## src/rtl/cab_pkg.sv

```systemverilog
package cab_pkg;

  localparam int WORD_W   = 64;
  localparam int RANKS    = 4;

  // field positions inside a stored word
  localparam int ADDR_LSB = 0;
  localparam int ADDR_W   = 16;
  localparam int BANK_LSB = 24;
  localparam int BANK_W   = 3;
  localparam int CS_LSB   = 32;
  localparam int CMD_LSB  = 40;
  localparam int CMD_W    = 3;
  localparam int ODT_LSB  = 48;
  localparam int CKE_LSB  = 56;

  // low bit of each swapped pair: A3/A4, A5/A6, A7/A8, BA0/BA1
  localparam logic [WORD_W-1:0] SWAP_LOW =
    (WORD_W'(1) << 3) | (WORD_W'(1) << 5) | (WORD_W'(1) << 7) |
    (WORD_W'(1) << BANK_LSB);

  typedef enum logic [CMD_W-1:0] {
    OP_MRS = 3'd0, OP_REF = 3'd1, OP_PRE = 3'd2, OP_ACT = 3'd3,
    OP_WR  = 3'd4, OP_RD  = 3'd5, OP_ZQ  = 3'd6, OP_NOP = 3'd7
  } cab_op_e;

  typedef enum logic [1:0] {
    CH_IDLE = 2'd0, CH_TEST = 2'd1, CH_REPLAY = 2'd2, CH_NORMAL = 2'd3
  } cab_mode_e;

  typedef struct packed {
    logic [ADDR_W-1:0] addr;
    logic [BANK_W-1:0] bank;
    logic [RANKS-1:0]  cs_n;
    logic [CMD_W-1:0]  cmd;
    logic [RANKS-1:0]  odt;
    logic [RANKS-1:0]  cke;
  } cab_pins_t;

  function automatic cab_pins_t pins_idle();
    cab_pins_t p;
    p.addr = '0;
    p.bank = '0;
    p.cs_n = '1;
    p.cmd  = OP_NOP;
    p.odt  = '0;
    p.cke  = '1;
    return p;
  endfunction

  function automatic cab_pins_t word_to_pins(input logic [WORD_W-1:0] w);
    cab_pins_t p;
    p.addr = w[ADDR_LSB +: ADDR_W];
    p.bank = w[BANK_LSB +: BANK_W];
    p.cs_n = w[CS_LSB   +: RANKS];
    p.cmd  = w[CMD_LSB  +: CMD_W];
    p.odt  = w[ODT_LSB  +: RANKS];
    p.cke  = w[CKE_LSB  +: RANKS];
    return p;
  endfunction

  // swap each pair only where its two bits differ
  function automatic logic [WORD_W-1:0] swap_pairs(input logic [WORD_W-1:0] w);
    logic [WORD_W-1:0] differ;
    differ = (w ^ (w >> 1)) & SWAP_LOW;
    return w ^ (differ | (differ << 1));
  endfunction

endpackage

```

## src/rtl/cab_store.sv

```systemverilog
module cab_store
  import cab_pkg::*;
#(
  parameter int DEPTH = 8,
  parameter int PTR_W = $clog2(DEPTH)
) (
  input  logic              clk,
  input  logic              rst_n,
  input  logic              busy,
  input  logic [RANKS-1:0]  mirror_en,
  input  logic              ptr_wr,
  input  logic [PTR_W-1:0]  ptr_val,
  input  logic              ent_wr,
  input  logic [WORD_W-1:0] ent_data,
  input  logic [PTR_W-1:0]  rd_idx,
  output logic [WORD_W-1:0] rd_word
);

  logic [WORD_W-1:0] slots [DEPTH];
  logic [PTR_W-1:0]  load_idx;
  logic [PTR_W-1:0]  tgt_idx;
  logic              store_ok;
  logic              want_swap;
  logic [WORD_W-1:0] load_word;

  function automatic logic [PTR_W-1:0] after(input logic [PTR_W-1:0] i);
    return (i == PTR_W'(DEPTH - 1)) ? '0 : i + 1'b1;
  endfunction

  assign store_ok  = ent_wr & ~busy;
  assign tgt_idx   = ptr_wr ? ptr_val : load_idx;
  assign want_swap = |(~ent_data[CS_LSB +: RANKS] & mirror_en);
  assign load_word = want_swap ? swap_pairs(ent_data) : ent_data;
  assign rd_word   = slots[rd_idx];

  always_ff @(posedge clk) begin
    if (!rst_n) begin
      load_idx <= '0;
      for (int i = 0; i < DEPTH; i++) slots[i] <= '0;
    end else begin
      if (store_ok) begin
        slots[tgt_idx] <= load_word;
        load_idx       <= after(tgt_idx);
      end else if (ptr_wr) begin
        load_idx <= ptr_val;
      end
    end
  end

endmodule

```

## src/rtl/cab_seq.sv

```systemverilog
module cab_seq
  import cab_pkg::*;
#(
  parameter int DEPTH    = 8,
  parameter int PTR_W    = $clog2(DEPTH),
  parameter int GAP_W    = 3,
  parameter int DFLT_GAP = 3
) (
  input  logic             clk,
  input  logic             rst_n,
  input  logic [1:0]       mode,
  input  logic             ctl_wr,
  input  logic [GAP_W-1:0] ctl_gap,
  input  logic [PTR_W-1:0] ctl_start,
  input  logic [PTR_W-1:0] ctl_end,
  input  logic             ctl_go,
  input  logic             ctl_clr_err,
  input  logic             ent_wr,
  output logic             busy,
  output logic             launch,
  output logic             finish,
  output logic             issue,
  output logic             bad_start,
  output logic             drop,
  output logic [PTR_W-1:0] issue_idx,
  output logic [PTR_W-1:0] end_q,
  output logic [GAP_W-1:0] gap_eff,
  output logic [PTR_W-1:0] cur_ptr,
  output logic             test_done,
  output logic             err
);

  logic [GAP_W-1:0] wait_cnt;
  logic             accept;
  logic             step;

  function automatic logic [GAP_W-1:0] real_gap(input logic [GAP_W-1:0] g);
    return (g == '0) ? GAP_W'(DFLT_GAP) : g;
  endfunction

  function automatic logic [PTR_W-1:0] after(input logic [PTR_W-1:0] i);
    return (i == PTR_W'(DEPTH - 1)) ? '0 : i + 1'b1;
  endfunction

  assign accept    = ctl_wr & ctl_go & ~busy & (mode == CH_REPLAY);
  assign bad_start = accept & (ctl_end < ctl_start);
  assign launch    = accept & ~bad_start;
  assign finish    = busy & (cur_ptr == end_q);
  assign step      = busy & ~finish & (wait_cnt == '0);
  assign issue     = launch | step;
  assign issue_idx = launch ? ctl_start : after(cur_ptr);
  assign drop      = ent_wr & busy;

  always_ff @(posedge clk) begin
    if (!rst_n) begin
      busy     <= 1'b0;
      cur_ptr  <= '0;
      end_q    <= '0;
      gap_eff  <= GAP_W'(DFLT_GAP);
      wait_cnt <= '0;
    end else if (launch) begin
      busy     <= 1'b1;
      cur_ptr  <= ctl_start;
      end_q    <= ctl_end;
      gap_eff  <= real_gap(ctl_gap);
      wait_cnt <= real_gap(ctl_gap);
    end else if (finish) begin
      busy <= 1'b0;
    end else if (step) begin
      cur_ptr  <= issue_idx;
      wait_cnt <= gap_eff;
    end else if (busy) begin
      wait_cnt <= wait_cnt - 1'b1;
    end
  end

  always_ff @(posedge clk) begin
    if (!rst_n) begin
      test_done <= 1'b0;
      err       <= 1'b0;
    end else begin
      if (accept)      test_done <= 1'b0;
      else if (finish) test_done <= 1'b1;
      if (bad_start | drop)          err <= 1'b1;
      else if (ctl_wr & ctl_clr_err) err <= 1'b0;
    end
  end

endmodule

```

## src/rtl/cab_pins.sv

```systemverilog
module cab_pins
  import cab_pkg::*;
(
  input  logic              clk,
  input  logic              rst_n,
  input  logic              issue,
  input  logic [WORD_W-1:0] word,
  output cab_pins_t         pins
);

  always_ff @(posedge clk) begin
    if (!rst_n)     pins <= pins_idle();
    else if (issue) pins <= word_to_pins(word);
    else            pins <= pins_idle();
  end

endmodule

```

## src/rtl/cab_replay.sv

```systemverilog
module cab_replay
  import cab_pkg::*;
#(
  parameter int DEPTH    = 8,
  parameter int PTR_W    = $clog2(DEPTH),
  parameter int GAP_W    = 3,
  parameter int DFLT_GAP = 3
) (
  input  logic              clk,
  input  logic              rst_n,
  input  logic [1:0]        mode,
  input  logic [RANKS-1:0]  mirror_en,
  input  logic              ptr_wr,
  input  logic [PTR_W-1:0]  ptr_val,
  input  logic              ent_wr,
  input  logic [WORD_W-1:0] ent_data,
  input  logic              ctl_wr,
  input  logic [GAP_W-1:0]  ctl_gap,
  input  logic [PTR_W-1:0]  ctl_start,
  input  logic [PTR_W-1:0]  ctl_end,
  input  logic              ctl_go,
  input  logic              ctl_clr_err,
  output logic [ADDR_W-1:0] ca_addr,
  output logic [BANK_W-1:0] ca_bank,
  output logic [RANKS-1:0]  ca_cs_n,
  output logic [CMD_W-1:0]  ca_cmd,
  output logic [RANKS-1:0]  ca_odt,
  output logic [RANKS-1:0]  ca_cke,
  output logic [PTR_W-1:0]  cur_ptr,
  output logic              test_done,
  output logic              err
);

  logic              busy;
  logic              launch;
  logic              finish;
  logic              issue;
  logic              bad_start;
  logic              drop;
  logic [PTR_W-1:0]  issue_idx;
  logic [PTR_W-1:0]  end_q;
  logic [GAP_W-1:0]  gap_eff;
  logic [WORD_W-1:0] rd_word;
  cab_pins_t         pins;

  cab_store #(.DEPTH(DEPTH), .PTR_W(PTR_W)) u_store (
    .clk(clk), .rst_n(rst_n), .busy(busy), .mirror_en(mirror_en),
    .ptr_wr(ptr_wr), .ptr_val(ptr_val), .ent_wr(ent_wr),
    .ent_data(ent_data), .rd_idx(issue_idx), .rd_word(rd_word)
  );

  cab_seq #(.DEPTH(DEPTH), .PTR_W(PTR_W), .GAP_W(GAP_W),
            .DFLT_GAP(DFLT_GAP)) u_seq (
    .clk(clk), .rst_n(rst_n), .mode(mode), .ctl_wr(ctl_wr),
    .ctl_gap(ctl_gap), .ctl_start(ctl_start), .ctl_end(ctl_end),
    .ctl_go(ctl_go), .ctl_clr_err(ctl_clr_err), .ent_wr(ent_wr),
    .busy(busy), .launch(launch), .finish(finish), .issue(issue),
    .bad_start(bad_start), .drop(drop), .issue_idx(issue_idx),
    .end_q(end_q), .gap_eff(gap_eff), .cur_ptr(cur_ptr),
    .test_done(test_done), .err(err)
  );

  cab_pins u_pins (
    .clk(clk), .rst_n(rst_n), .issue(issue), .word(rd_word), .pins(pins)
  );

  assign ca_addr = pins.addr;
  assign ca_bank = pins.bank;
  assign ca_cs_n = pins.cs_n;
  assign ca_cmd  = pins.cmd;
  assign ca_odt  = pins.odt;
  assign ca_cke  = pins.cke;

endmodule

```

## config.mk

```make
export PLATFORM = sky130hd
export DESIGN_NAME = cab_replay
export DESIGN_NICKNAME = d
export VERILOG_FILES = /design/src/rtl/cab_pkg.sv /design/src/rtl/cab_store.sv /design/src/rtl/cab_seq.sv /design/src/rtl/cab_pins.sv /design/src/rtl/cab_replay.sv
export SDC_FILE = /design/constraint.sdc
export NUM_CORES = 1
export LEC_CHECK = 0
export CORE_UTILIZATION = 45
export DETAILED_ROUTE_END_ITERATION = 16
export PLACE_DENSITY = 0.64
export SETUP_SLACK_MARGIN = 0.4
export SLEW_MARGIN = 40
export SYNTH_ARGS = -nofsm -noshare
export SYNTH_HDL_FRONTEND = slang
export SYNTH_HIERARCHICAL = 1
export SYNTH_SLANG_ARGS = --single-unit
```

## constraint.sdc

```tcl
create_clock -name clk -period 7.05 [get_ports clk]
set_input_delay 2.115 -clock clk [delete_from_list [all_inputs] [get_ports clk]]
set_output_delay 2.115 -clock clk [all_outputs]
set_load 0.01 [all_outputs]
```

==> impl_metrics.ini <==
[grt]
grt_pass1_vias = 8949
groute.usage.overall_pct = 21.51
grt_pass1_wl_um = 53070
grt-ovfl-total = 0
antenna_found_initial = 2
grt_max_degree = 95

[power_and_ir_drop]
internal-power_mw = 3.358
peakVddDrop_v = 0.0001463
power_switching_uw = 983.0
seqPwrFrac_pct = 50.2
powerDensity_mw_per_mm2 = 258.5
p_leak_nw = 6.510
clkPwrFrac_pct = 40.9
power_mw = 4.341
p_comb_share_pct = 8.9
p_sw_share_pct = 22.64

[floorplanning]
coreArea_mm2 = 0.03156
die-height_um = 181.1
placementRows = 65
die_w_um = 181.1
io_pins = 128
dieArea_mm2 = 0.03279
initial_core_util_pct = 45.74

[critical_path]
critPathTopFamily = buffers and inverters
crit_type = input port to flop
max_stage_delay_ns = 0.48
worstPathCellList = clkdlybuf4s50_1 > inv_1 > ha_1 > nand2_1 > o21ai_1 > buf_4 > nand2_1 > o21ai_4 > buf_4 > mux4_2 > mux2_2 > and3_1
cp_slowest_cell = clkdlybuf4s50_1
worstPathRequired_ns = 7.44
worstSetupEndpointType = flop
crit_path_start_kind = input port
r2r_slack_ns = 3.82
path_buf_inv = 4
cp_max_fo = 29
cp.arrival_ns = 5.41

[routing]
post-route-drc-count = 0
post_drt_wl_per_cell_um = 23.05
antenna_left = 0
vias_per_cell = 5.746
drtIter0Drc = 748
dr.pass1.iters = 5
routed_wl_um = 34660
via_count = 8642

[synth]
syn_area_per_cell_um2 = 13.82
syn_nets = 1140
yosys_warnings = 6
netlist_area_mm2 = 0.01443
syn_inst = 1044

[sta]
setup_viol = 0
hold_viol_final = 0
finalMaxSlewViolations = 0
fin_crit_sh_pct = 71.21
rsz0062_at_grt = false
finalClockSkew_ns = 0.009415
period_needed_ns = 5.020
worst_pin_slew_ns = 0.7776
fmax_ghz = 0.1992
fin_setup_tns_ns = 0
slew_headroom_pct = 46.67

[cts]
clock_sinks = 324
postCtsSetupBuffers = 0
post_cts_resize_count = 0
cts-htree-levels = 2
clkTransAtPathRegs_ns = 0.06
cts_tree = done
cts-hold-fix-buffers = 0
insertion_delay_ns = 0.52
cts_inserted_buffers = 36
clock-root-buffer = clkbuf_16
clockBufferDepth = 3

[placement]
numPortBuffers = 97
gp_congestion = 0.7537
hpwl_um = 19460

[layout]
regArea_mm2 = 0.009209
nNetsFinal = 1171
multi_input_area_mm2 = 0.004674
fillCellCount = 2627
syn_to_final_growth_pct = 16.37
antennaDiodeCount = 0
final_layout_size_suffix_gt1_share_pct = 19.15

[status]
outcome = finished, final reports clean

[hold_path]
hp-class = flop to flop

[flow_run]
maxCapViolCount = 0
==> routing by layer <==
layer	track usage, %	vias to the layer above	share of wire, %
met5	0	-	0.023
met4	6.000	2	1.4
met3	4.011	38	6.8
met2	36.38	319	50
met1	28.40	4380	42
li1	-	3903	-
==> path summary, 6_finish.rpt <==
check | to | from | cells after the start
worst min register to register | u_seq/wait_cnt[0]$_SDFFE_PN0P_ | u_seq/wait_cnt[0]$_SDFFE_PN0P_ | 2
worst min-delay path | u_seq/wait_cnt[0]$_SDFFE_PN0P_ | u_seq/wait_cnt[0]$_SDFFE_PN0P_ | 2
worst max register to register | u_pins/pins[18]$_SDFF_PN0_ | u_seq/busy$_SDFFE_PN0P_ | 8
worst max-delay path | u_pins/pins[18]$_SDFF_PN0_ | ctl_start[2] | 12
==> final cells by class <==
type                    instances  share of cell area, %
clock buffers                  56                  6.355
clock inverters                 9                 0.3129
inverters                      10                 0.2235
multi-input cells             578                  27.83
flip-flops and latches        324                  54.83
well taps                     402                  2.995
repair buffers                125                  7.450
==> stage by stage <==
step	std cells	cell area (um2)	setup slack, ns	util [%]	hold slack (ns)
final	1504	16790	2.030	53.22	0.4891
after global routing	1504	16790	1.771	53.22	0.5265
after CTS	1503	16760	2.002	53.12	0.4905
after detailed placement	1438	15640	1.467	49.58	0.4792
after global placement	1438	15630	1.449	49.54	0.4753
after floorplan	1044	14430	2.402	-	0.4559
==> worst register-to-register path, stage by stage (launching register included) <==
cell	delay [ns]
dfxtp_1	0.37
nor2_1	0.15
and4_1	0.47
nand2_1	0.33
o21ai_4	0.45
buf_4	0.47
mux4_2	0.39
mux2_2	0.27
and3_1	0.22
==> flip-flops by register name, summed over array words and instances, names as in the netlist, 3 cells and up <==
register	cells
u_seq/cur_ptr	3
u_seq/gap_eff	3
u_seq/wait_cnt	3
u_pins/pins	34
u_store/load_idx	3
u_seq/end_q	3
u_store/slots	272
==> placed cells by master (no fill, tap or decap), drive strengths merged, types with 2 or more instances in the layout <==
| master | n |
|---|---|
| o211ai | 2 |
| a31oi | 2 |
| o32ai | 2 |
| o21bai | 2 |
| clkdlybuf4s50 | 96 |
| nor3 | 5 |
| mux4 | 68 |
| buf | 29 |
| a21oi | 13 |
| nand2 | 57 |
| nor3b | 2 |
| nor2 | 160 |
| a32oi | 2 |
| clkbuf | 56 |
| nand4 | 2 |
| nand3b | 11 |
| mux2i | 12 |
| xnor2 | 3 |
| mux2 | 36 |
| dfxtp | 52 |
| nand2b | 7 |
| a211oi | 3 |
| ha | 7 |
| inv | 13 |
| clkinv | 6 |
| edfxtp | 272 |
| nor2b | 4 |
| nand3 | 5 |
| a21boi | 3 |
| and3 | 143 |
| o21ai | 12 |
| o22ai | 3 |
==> power groups by stage <==
stage	clock network [mW]	registers, mW	logic [mW]
6_report	1.77	2.18	0.387
5_1_grt	1.88	2.19	0.413
4_1_cts	1.81	2.18	0.387
3_5_place_dp	0	2.22	0.385
3_3_place_gp	0	2.22	0.382
2_1_floorplan	0	2.21	0.243
(Power assumes the default switching activity.)
